==> src/rtl/fpx_pkg.sv <==
package fpx_pkg;
   localparam int FPX_FLAG_W  = 5;
   // flag positions; higher index wins when a trap narrows the set
   localparam int FPX_F_INVAL = 4;
   localparam int FPX_F_OVFL  = 3;
   localparam int FPX_F_UNFL  = 2;
   localparam int FPX_F_DIVZ  = 1;
   localparam int FPX_F_INEX  = 0;
   typedef logic [FPX_FLAG_W-1:0] fpx_flags_t;
endpackage

==> src/rtl/fpx_prio_pick.sv <==
module fpx_prio_pick #(
   parameter int W         = 5,
   parameter bit MSB_FIRST = 1'b1
) (
   input  logic [W-1:0] req,
   output logic [W-1:0] grant
);
   if (W < 1) begin : g_bad_w
      $error("fpx_prio_pick: W must be at least 1");
   end

   logic [W:0] seen;

   if (MSB_FIRST) begin : g_msb
      assign seen[W] = 1'b0;
      for (genvar i = W - 1; i >= 0; i--) begin : g_bit
         assign grant[i] = req[i] & ~seen[i+1];
         assign seen[i]  = seen[i+1] | req[i];
      end
   end else begin : g_lsb
      assign seen[0] = 1'b0;
      for (genvar i = 0; i < W; i++) begin : g_bit
         assign grant[i]  = req[i] & ~seen[i];
         assign seen[i+1] = seen[i] | req[i];
      end
   end
endmodule

==> src/rtl/fpx_trap_eval.sv <==
module fpx_trap_eval #(
   parameter int W = 5
) (
   input  logic [W-1:0] flags,
   input  logic [W-1:0] enables,
   output logic         trap,
   output logic [W-1:0] result
);
   logic [W-1:0] masked;
   logic [W-1:0] single;

   assign masked = flags & enables;
   assign trap   = |masked;

   fpx_prio_pick #(.W(W), .MSB_FIRST(1'b1)) u_pick (
      .req   (masked),
      .grant (single)
   );

   assign result = trap ? single : flags;
endmodule

==> src/rtl/fpx_stat_merge.sv <==
module fpx_stat_merge #(
   parameter int STAT_W  = 64,
   parameter int W       = 5,
   parameter int CUR_LSB = 0,
   parameter int ACC_LSB = 5,
   parameter int TT_LSB  = 14,
   parameter int TT_W    = 3,
   parameter int TT_IEEE = 1
) (
   input  logic [STAT_W-1:0] stat_in,
   input  logic [W-1:0]      result,
   input  logic              trap,
   output logic [STAT_W-1:0] stat_new
);
   localparam logic [TT_W-1:0] TT_CODE = TT_W'(TT_IEEE);

   always_comb begin
      stat_new = stat_in;
      stat_new[CUR_LSB +: W] = result;
      if (trap) begin
         stat_new[TT_LSB +: TT_W] = TT_CODE;
      end else begin
         stat_new[ACC_LSB +: W] = stat_in[ACC_LSB +: W] | result;
      end
   end
endmodule

==> src/rtl/fpx_pc_step.sv <==
module fpx_pc_step #(
   parameter int PC_W    = 64,
   parameter int PC_STEP = 4
) (
   input  logic            hold,
   input  logic [PC_W-1:0] pc_cur,
   input  logic [PC_W-1:0] pc_nxt,
   output logic [PC_W-1:0] new_cur,
   output logic [PC_W-1:0] new_nxt
);
   localparam logic [PC_W-1:0] STEP = PC_W'(PC_STEP);

   assign new_cur = hold ? pc_cur : pc_nxt;
   assign new_nxt = hold ? pc_nxt : pc_nxt + STEP;
endmodule

==> src/rtl/fpx_status_recorder.sv <==
module fpx_status_recorder #(
   parameter int STAT_W  = 64,
   parameter int PC_W    = 64,
   parameter int FLAG_W  = fpx_pkg::FPX_FLAG_W,
   parameter int CUR_LSB = 0,
   parameter int ACC_LSB = 5,
   parameter int TT_LSB  = 14,
   parameter int TT_W    = 3,
   parameter int EN_LSB  = 23,
   parameter int TT_IEEE = 1,
   parameter int PC_STEP = 4
) (
   input  logic              clk,
   input  logic              rst_n,
   input  logic              op_valid,
   input  logic [FLAG_W-1:0] op_flags,
   input  logic [STAT_W-1:0] stat_in,
   input  logic [PC_W-1:0]   pc_cur_in,
   input  logic [PC_W-1:0]   pc_nxt_in,
   output logic              done,
   output logic              trap_req,
   output logic              pc_advance,
   output logic [STAT_W-1:0] stat_out,
   output logic [PC_W-1:0]   pc_cur_out,
   output logic [PC_W-1:0]   pc_nxt_out
);
   localparam logic [PC_W-1:0]   STEP    = PC_W'(PC_STEP);
   localparam logic [TT_W-1:0]   TT_CODE = TT_W'(TT_IEEE);

   // elaboration-time parameter checks
   if (EN_LSB + FLAG_W > STAT_W) begin : g_bad_en
      $error("enable field exceeds status width");
   end
   if (ACC_LSB < CUR_LSB + FLAG_W) begin : g_bad_acc
      $error("accrued field overlaps current field");
   end
   if (TT_LSB < ACC_LSB + TT_W - TT_W + FLAG_W) begin : g_bad_tt
      $error("trap-type field overlaps accrued field");
   end
   if (EN_LSB < TT_LSB + TT_W) begin : g_bad_en_tt
      $error("enable field overlaps trap-type field");
   end
   if (TT_IEEE < 1 || TT_IEEE >= (1 << TT_W)) begin : g_bad_code
      $error("trap-type code does not fit its field");
   end
   if (PC_STEP <= 0) begin : g_bad_step
      $error("PC step must be positive");
   end

   logic [FLAG_W-1:0] enables;
   logic [FLAG_W-1:0] result;
   logic              trap;
   logic [STAT_W-1:0] stat_new;
   logic [PC_W-1:0]   cur_new;
   logic [PC_W-1:0]   nxt_new;

   assign enables = stat_in[EN_LSB +: FLAG_W];

   fpx_trap_eval #(.W(FLAG_W)) u_eval (
      .flags   (op_flags),
      .enables (enables),
      .trap    (trap),
      .result  (result)
   );

   fpx_stat_merge #(
      .STAT_W  (STAT_W),
      .W       (FLAG_W),
      .CUR_LSB (CUR_LSB),
      .ACC_LSB (ACC_LSB),
      .TT_LSB  (TT_LSB),
      .TT_W    (TT_W),
      .TT_IEEE (TT_IEEE)
   ) u_merge (
      .stat_in  (stat_in),
      .result   (result),
      .trap     (trap),
      .stat_new (stat_new)
   );

   fpx_pc_step #(.PC_W(PC_W), .PC_STEP(PC_STEP)) u_pc (
      .hold    (trap),
      .pc_cur  (pc_cur_in),
      .pc_nxt  (pc_nxt_in),
      .new_cur (cur_new),
      .new_nxt (nxt_new)
   );

   always_ff @(posedge clk) begin
      if (!rst_n) begin
         done       <= 1'b0;
         trap_req   <= 1'b0;
         pc_advance <= 1'b0;
         stat_out   <= '0;
         pc_cur_out <= '0;
         pc_nxt_out <= '0;
      end else begin
         done       <= op_valid;
         trap_req   <= op_valid & trap;
         pc_advance <= op_valid & ~trap;
         if (op_valid) begin
            stat_out   <= stat_new;
            pc_cur_out <= cur_new;
            pc_nxt_out <= nxt_new;
         end
      end
   end

   // assertions
   AST_ONE_OUTCOME: assert property (@(posedge clk) disable iff (!rst_n)
      done |-> (trap_req ^ pc_advance));
   AST_NO_STRAY_OUTCOME: assert property (@(posedge clk) disable iff (!rst_n)
      !done |-> (!trap_req && !pc_advance));
   AST_DONE_FOLLOWS_VALID: assert property (@(posedge clk) disable iff (!rst_n)
      op_valid |=> done);
   AST_TRAP_CAUSE: assert property (@(posedge clk) disable iff (!rst_n)
      done |-> (trap_req == |($past(op_flags) & $past(stat_in[EN_LSB +: FLAG_W]))));
   AST_TRAP_SINGLE: assert property (@(posedge clk) disable iff (!rst_n)
      trap_req |-> ($countones(stat_out[CUR_LSB +: FLAG_W]) == 1));
   AST_ACC_HOLD: assert property (@(posedge clk) disable iff (!rst_n)
      trap_req |-> (stat_out[ACC_LSB +: FLAG_W] == $past(stat_in[ACC_LSB +: FLAG_W])));
   AST_TT_CODE: assert property (@(posedge clk) disable iff (!rst_n)
      trap_req |-> (stat_out[TT_LSB +: TT_W] == TT_CODE));
   AST_PC_STEP: assert property (@(posedge clk) disable iff (!rst_n)
      pc_advance |-> (pc_nxt_out == pc_cur_out + STEP));
   AST_PC_HOLD: assert property (@(posedge clk) disable iff (!rst_n)
      trap_req |-> (pc_cur_out == $past(pc_cur_in) && pc_nxt_out == $past(pc_nxt_in)));
endmodule

==> config.mk <==
export PLATFORM = sky130hd
export DESIGN_NAME = fpx_status_recorder
export DESIGN_NICKNAME = d
export VERILOG_FILES = /design/src/rtl/fpx_pkg.sv /design/src/rtl/fpx_prio_pick.sv /design/src/rtl/fpx_trap_eval.sv /design/src/rtl/fpx_stat_merge.sv /design/src/rtl/fpx_pc_step.sv /design/src/rtl/fpx_status_recorder.sv
export SDC_FILE = /design/constraint.sdc
export NUM_CORES = 1
export LEC_CHECK = 0
export ABC_AREA = 1
export BUFFER_PORTS_ARGS = -buffer_cell sky130_fd_sc_hd__buf_2
export CORE_AREA = 2 2 154 156
export DETAILED_ROUTE_END_ITERATION = 6
export DIE_AREA = 0 0 156 158
export HOLD_SLACK_MARGIN = 0.05
export PLACE_DENSITY = 0.69
export SETUP_SLACK_MARGIN = 0.3
export SYNTH_ARGS = -nofsm -noshare
export SYNTH_HDL_FRONTEND = slang
export SYNTH_SLANG_ARGS = --single-unit
==> constraint.sdc <==
create_clock -name clk -period 1.4 [get_ports clk]
set_input_delay 0.14 -clock clk [delete_from_list [all_inputs] [get_ports clk]]
set_output_delay 0.14 -clock clk [all_outputs]
set_load 0.005 [all_outputs]
==> results_dict.tcl, run 1 <==
set metrics [dict create \
    timing.final.setup_violations 0 \
    drc_errors 0 \
    period_minus_slack_ns 1.17 \
    clk_pin_slew_worst_paths_ns 0.09 \
    grt_pass1_wl_um 60000 \
    share_of_post_route_cells_with_drive_strength_above_1_pct 40.2 \
    antenna_violating_nets_post_route 0 \
    power-per-cell-area_mw_per_mm2 942 \
    floorplan.initialDensity_pct 39.4 \
    yosysSeqAreaShare_pct 43.0 \
    worst_ep_required_time_ns 1.74 \
    mappedNetlistArea_mm2 0.00909 \
    drv_cap 0 \
    clock_tree.buffer_depth 2 \
    final_critical_path_setup_slack_ns 0.232 \
    critPathLaunch "stat_in[25]" \
    grt_antenna_before_repair 4 \
    core_area_mm2 0.0231 \
    dieArea_mm2 0.0246 \
    yosysUniqueCellTypes 40 \
    rr_endpoint "pc_nxt_out[6]" \
    async_flop_share_pct 0 \
    mappedNetlistNets 1460 \
    worstSetupEndpoint "pc_nxt_out[5]" \
    worst_slack_at_placement_ns -0.286 \
    synth-edff-count 0 \
    worstHoldStart "pc_nxt_in[2]" \
    globalRoute.totalOverflow 0 \
    dp.final_hpwl_um 29100 \
    tritoncts_clock_tree "done" \
    route.vias.total 11547 \
    row_count 56 \
    floorplan.io_pins 395 \
    dr_pass1_iterations 7 \
    setup.worst_path.end_class "flop" \
    critPathLaunchType "input port" \
    share_of_the_cycle_needed_by_the_critical_path_after_routing_pct 83.4 \
    flow.area_growth_from_synthesis_pct 69.6 \
    port_buffers 389 \
    wl_per_cell_um 18.5 \
    path_class "input port to flop" \
    min_path_type "input port to flop" \
    final-max-slew-violation-count 0 \
    max_freq_ghz 0.856 \
    synth_ff_type "sky130_fd_sc_hd__dfxtp_1" \
    worstRegToRegCells 3 \
    finalHoldViolCount 0 \
    register_to_register_path_setup_slack_ns 0.70 \
    grt_setup_unrepaired "yes" \
    clock-sinks 195 \
    fin_skew_ns 0 \
    cp_max_fo 5 \
    floorplan.die.height_um 158 \
    crit-reg2reg-launch "pc_nxt_out[6]" \
    layout.nets 2132 \
    timing.slew.headroom_pct 65.0 \
    gpl.final_weighted_congestion 0.946 \
    worstSkewPairLatency_ns 0.44 \
    report.power.total_mw 14.5 \
    pin_count_of_the_biggest_net_entering_global_routing 83 \
    max-vdd-ir-drop_mv 0.853 \
    power_leakage_nw 7.44 \
    min_delay_path_depth 3 \
    yosys_warnings 0 \
    syn_inst 1259 \
    tritoncts.num_buffers 17 \
    root_buffer "sky130_fd_sc_hd__clkbuf_16" \
    gr-usage-all-layers_pct 31.6 \
    first_global_vias 10969 \
    detail_route.vias_per_cell 5.16 \
    htree_levels 4 \
    post_synth.cell_area_avg_um2 7.22 \
    die_w_um 156 \
    finalHoldWorstSlack_ns 0.0444 \
    ys_ff_latch 195 \
    worst-slew-pin-transition_ns 0.525 \
    drt_wl_total_um 41500 \
    worstPathArrival_ns 1.51 \
    initialDrtViolationCount 833 \
    status "completed" \
]
-- worst min-delay path by stage --
| stage | end | slack (ns) |
|---|---|---|
| 3_5_place_dp | pc_cur_out[14] | 0.36 |
| 5_1_grt | pc_cur_out[61] | 0.07 |
| 4_1_cts | pc_cur_out[61] | 0.05 |
| 6_report | pc_cur_out[2] | 0.04 |
| 3_3_place_gp | pc_cur_out[11] | 0.35 |
| 2_1_floorplan | pc_cur_out[11] | 0.25 |
-- cells by family (layout without fill, tap and decap cells) --
family / after synthesis / in the layout / synth area share [%]
AND/OR/NAND/NOR: 639 / 640 / 30.6
AO/OA/AOI/OAI: 240 / 240 / 17.3
flip-flops: 195 / 195 / 43.0
buffers and inverters: 170 / 854 / 7.71
XOR/XNOR: 14 / 14 / 1.35
adder cells (fa/ha/maj): 1 / 1 / 0.138
other: 0 / 4 / 0
-- power by group --
part / switching (mW) / total, mW / internal [mW]
Sequential: 0.213 / 6.16 / 5.95
Combinational: 1.43 / 2.82 / 1.39
Clock: 2.81 / 5.53 / 2.72
-- cells in the mapped netlist (2+ instances only) --
| cell type | instances | area share (%) |
|---|---|---|
| sky130_fd_sc_hd__xnor2_1 | 3 | 0.29 |
| sky130_fd_sc_hd__nor2_1 | 87 | 3.6 |
| sky130_fd_sc_hd__o21ai_0 | 70 | 3.9 |
| sky130_fd_sc_hd__nand4_1 | 23 | 1.6 |
| sky130_fd_sc_hd__o21ai_1 | 4 | 0.22 |
| sky130_fd_sc_hd__nand3_1 | 84 | 4.6 |
| sky130_fd_sc_hd__a21oi_1 | 48 | 2.6 |
| sky130_fd_sc_hd__nand2_1 | 382 | 16 |
| sky130_fd_sc_hd__a21oi_2 | 4 | 0.39 |
| sky130_fd_sc_hd__nand2_4 | 2 | 0.25 |
| sky130_fd_sc_hd__nor2_4 | 7 | 0.87 |
| sky130_fd_sc_hd__o311ai_0 | 2 | 0.19 |
| sky130_fd_sc_hd__o221ai_1 | 2 | 0.19 |
| sky130_fd_sc_hd__a31oi_1 | 5 | 0.34 |
| sky130_fd_sc_hd__inv_1 | 109 | 4.5 |
| sky130_fd_sc_hd__nand2_2 | 7 | 0.48 |
| sky130_fd_sc_hd__xor2_1 | 11 | 1.1 |
| sky130_fd_sc_hd__inv_2 | 3 | 0.12 |
| sky130_fd_sc_hd__buf_6 | 5 | 0.62 |
| sky130_fd_sc_hd__buf_2 | 17 | 0.94 |
| sky130_fd_sc_hd__dfxtp_1 | 195 | 43 |
| sky130_fd_sc_hd__nand3_2 | 2 | 0.22 |
| sky130_fd_sc_hd__nor2_2 | 18 | 1.2 |
| sky130_fd_sc_hd__o211ai_1 | 48 | 4.0 |
| sky130_fd_sc_hd__a22o_1 | 52 | 5.0 |
| sky130_fd_sc_hd__clkbuf_1 | 33 | 1.4 |
| sky130_fd_sc_hd__o21bai_1 | 2 | 0.17 |
| sky130_fd_sc_hd__nor3_1 | 19 | 1.0 |
| sky130_fd_sc_hd__nor3_2 | 4 | 0.44 |
-- per-layer routing --
layer	wire length (µm)	up-vias	global-route usage, %
met5	7	-	0
met2	20000	509	55.1
li1	-	5550	-
met4	1810	2	14.8
met1	16600	5384	37.3
met3	3060	102	6.62
-- area by class of cell --
| class | instances | area, µm² |
|---|---|---|
| clock inverters | 15 | 238 |
| fillers | 1934 | 7640 |
| clock buffers | 17 | 425 |
| well taps | 290 | 363 |
| diodes | 4 | 10.0 |
| repair buffers | 709 | 4970 |
| inverters | 113 | 433 |
| flip-flops and latches | 195 | 3960 |
| multi-input cells | 895 | 5010 |
-- sequential cells by signal (all words and copies together) (netlist names) --
name and cells:
pc_advance 1, pc_cur_out 64, pc_nxt_out 64, stat_out 64
trap_req 1, done 1
-- what timing repair did --
item	in CTS	in global routing
resized for setup	26	154
endpoints found under the setup margin	37	89
hold buffers	147	0
gates cloned	0	1
setup buffers	5	15
endpoints found under the hold margin	129	0
pin swaps	3	45
-- layout by cell type, fill, tap and decap left out, types with 32 or more instances in the layout --
cell type	synthesis	final
sky130_fd_sc_hd__dfxtp_1	195	150
sky130_fd_sc_hd__nor2_1	87	55
sky130_fd_sc_hd__nand3_1	84	69
sky130_fd_sc_hd__dfxtp_2	0	44
sky130_fd_sc_hd__o21ai_0	70	66
sky130_fd_sc_hd__a21oi_1	48	43
sky130_fd_sc_hd__o211ai_1	48	48
sky130_fd_sc_hd__buf_2	17	373
sky130_fd_sc_hd__buf_4	1	159
sky130_fd_sc_hd__nor2_2	18	32
sky130_fd_sc_hd__a22o_1	52	52
sky130_fd_sc_hd__dlygate4sd3_1	0	147
sky130_fd_sc_hd__inv_1	109	104
sky130_fd_sc_hd__nand2_1	382	354
-- worst max-delay path, cell delays in order --
cell and delay [ns]:
sky130_fd_sc_hd__buf_6 0.10, sky130_fd_sc_hd__nand2_4 0.08, sky130_fd_sc_hd__buf_6 0.10, sky130_fd_sc_hd__inv_4 0.03, sky130_fd_sc_hd__nor2_4 0.12, sky130_fd_sc_hd__buf_12 0.14, sky130_fd_sc_hd__nand2_8 0.08, sky130_fd_sc_hd__buf_6 0.13
sky130_fd_sc_hd__buf_6 0.12, sky130_fd_sc_hd__o21ai_2 0.12, sky130_fd_sc_hd__nand2_1 0.10, sky130_fd_sc_hd__o221ai_2 0.19, sky130_fd_sc_hd__inv_1 0.06
-- through the flow --
stage	instance area (µm²)	instances	util, %	TNS [ns]
after floorplan	9280	1259	-	0
after global placement	12500	2034	54.3	-13.84
after detailed placement	12500	2034	54.3	-16.75
after CTS	14800	2218	64.2	0
after global routing	15400	2236	66.8	0
final	15400	2238	66.8	0
(Power assumes the default switching activity.)
==> run 2: changes to the inputs <==
clock period = 1.2 ns   (was 1.4 ns; I/O delays follow)
==> results_dict.tcl, run 2 (synthesized netlist as in run 1, its figures left out) <==
set metrics [dict create \
    status "finished, violations left" \
    failed_checks "DRC, setup timing" \
    tritoncts_clock_tree "done" \
    timing.slew.headroom_pct 72.7 \
    first_global_vias 12300 \
    gr-usage-all-layers_pct 36.5 \
    htree_levels 4 \
    reg_top3 "pc_cur_out (64), pc_nxt_out (64), stat_out (64)" \
    row_count 56 \
    root_buffer "sky130_fd_sc_hd__clkbuf_16" \
    worstSkewPairLatency_ns 0.44 \
    cp_max_fo 7 \
    antenna_violating_nets_post_route 0 \
    dieArea_mm2 0.0246 \
    grt_antenna_before_repair 5 \
    clock-sinks 195 \
    gpl.final_weighted_congestion 0.932 \
    detail_route.vias_per_cell 5.61 \
    most-common-layout-cells "sky130_fd_sc_hd__nand2_1 (276), sky130_fd_sc_hd__buf_4 (237), sky130_fd_sc_hd__buf_2 (220)" \
    power_leakage_nw 8.85 \
    dr_pass1_iterations 7 \
    setup.worst_path.end_class "flop" \
    finalHoldWorstSlack_ns 0.0501 \
    floorplan.io_pins 395 \
    dp.final_hpwl_um 30200 \
    worst-slew-pin-transition_ns 0.409 \
    final-max-slew-violation-count 0 \
    route.vias.total 13242 \
    min_path_type "input port to flop" \
    max-vdd-ir-drop_mv 0.712 \
    max_freq_ghz 0.826 \
    report.power.total_mw 18.1 \
    power-per-cell-area_mw_per_mm2 962 \
    globalRoute.totalOverflow 0 \
    layout.nets 2255 \
    clk_pin_slew_worst_paths_ns 0.09 \
    initialDrtViolationCount 1313 \
    port_buffers 389 \
    utilization_pct 81.6 \
    clock_tree.buffer_depth 2 \
    final_critical_path_setup_slack_ns -0.00996 \
    drv_cap 0 \
    floorplan.die.height_um 158 \
    worst_ep_required_time_ns 1.52 \
    path_class "input port to flop" \
    flow.area_growth_from_synthesis_pct 107 \
    fillers 1257 \
    grt_pass1_wl_um 68900 \
    wl_per_cell_um 22.8 \
    fin_skew_ns 0 \
    tritoncts.num_buffers 17 \
    finalHoldViolCount 0 \
    pin_count_of_the_biggest_net_entering_global_routing 67 \
    share_of_the_cycle_needed_by_the_critical_path_after_routing_pct 101 \
    grt_setup_unrepaired "yes" \
    floorplan.initialDensity_pct 39.4 \
    die_w_um 156 \
    drc_errors 5 \
    critPathLaunchType "input port" \
    period_minus_slack_ns 1.21 \
    share_of_post_route_cells_with_drive_strength_above_1_pct 57.1 \
    worst_slack_at_placement_ns -0.506 \
    timing.final.setup_violations 4 \
    core_area_mm2 0.0231 \
    drt_wl_total_um 53900 \
    worstPathArrival_ns 1.53 \
    layout_commonest_cell "sky130_fd_sc_hd__nand2_1" \
]
-- run 2: critical path, cell delays in order --
cell and delay, ns:
sky130_fd_sc_hd__buf_8 0.11, sky130_fd_sc_hd__nand2_8 0.07, sky130_fd_sc_hd__nand3_4 0.08, sky130_fd_sc_hd__nor2_4 0.11, sky130_fd_sc_hd__buf_12 0.14, sky130_fd_sc_hd__buf_16 0.11, sky130_fd_sc_hd__buf_6 0.09, sky130_fd_sc_hd__nor2_4 0.04
sky130_fd_sc_hd__buf_6 0.14, sky130_fd_sc_hd__buf_12 0.13, sky130_fd_sc_hd__buf_16 0.15, sky130_fd_sc_hd__nand2_1 0.10, sky130_fd_sc_hd__nand3_1 0.11
-- run 2: stage by stage --
| stage | instance area, µm² | setup TNS, ns | instances |
|---|---|---|---|
| 2_1_floorplan | 9460 | 0 | 1259 |
| 3_3_place_gp | 13100 | -36.77 | 2083 |
| 3_5_place_dp | 13100 | -39.24 | 2083 |
| 4_1_cts | 17000 | 0 | 2311 |
| 5_1_grt | 18800 | -0.240 | 2360 |
| 6_report | 18800 | -0.0153 | 2361 |
-- run 2: path summary, 6_finish.rpt --
path	cells after the start	start	end	slack, ns
min reg2reg	1	stat_out[34]	stat_out[34]	0.47
min	4	pc_nxt_in[3]	pc_nxt_out[3]	0.05
max	13	op_flags[2]	pc_cur_out[16]	-0.01
max reg2reg	3	stat_out[27]	stat_out[27]	0.32
-- run 2: final cells by class --
cell class / count / area [µm²] / share of cell area, %
antenna: 4 / 10.0 / 0.0532
clock buffer: 18 / 439 / 2.33
clock inverter: 14 / 184 / 0.977
inverter: 113 / 447 / 2.37
multi-input combinational: 894 / 5830 / 31.0
sequential: 195 / 4160 / 22.1
tap: 290 / 363 / 1.93
timing repair buffer: 833 / 7390 / 39.3
-- run 2: power by group --
group | switching, mW | leakage (nW) | internal (mW)
Combinational | 2.18 | 6.87 | 2.50
Sequential | 0.359 | 1.68 | 7.01
Clock | 3.15 | 0.297 | 2.91
Total | 5.69 | 8.85 | 12.4
-- run 2: repair_timing --
| action | CTS | global route |
|---|---|---|
| setup buffers | 40 | 40 |
| setup endpoints to repair | 318 | 326 |
| hold buffers | 146 | 3 |
| pin swaps | 56 | 86 |
| hold endpoints to repair | 132 | 4 |
| gates cloned | 10 | 3 |
| gates resized for setup | 389 | 348 |
-- run 2: per-layer routing --
| layer | global-route usage (%) | vias up | routed length (µm) |
|---|---|---|---|
| met4 | 17.0 | 2 | 3900 |
| met1 | 43.2 | 6198 | 19600 |
| met2 | 62.1 | 940 | 25100 |
| met5 | 0 | - | 12 |
| met3 | 9.31 | 318 | 5340 |
| li1 | - | 5784 | - |
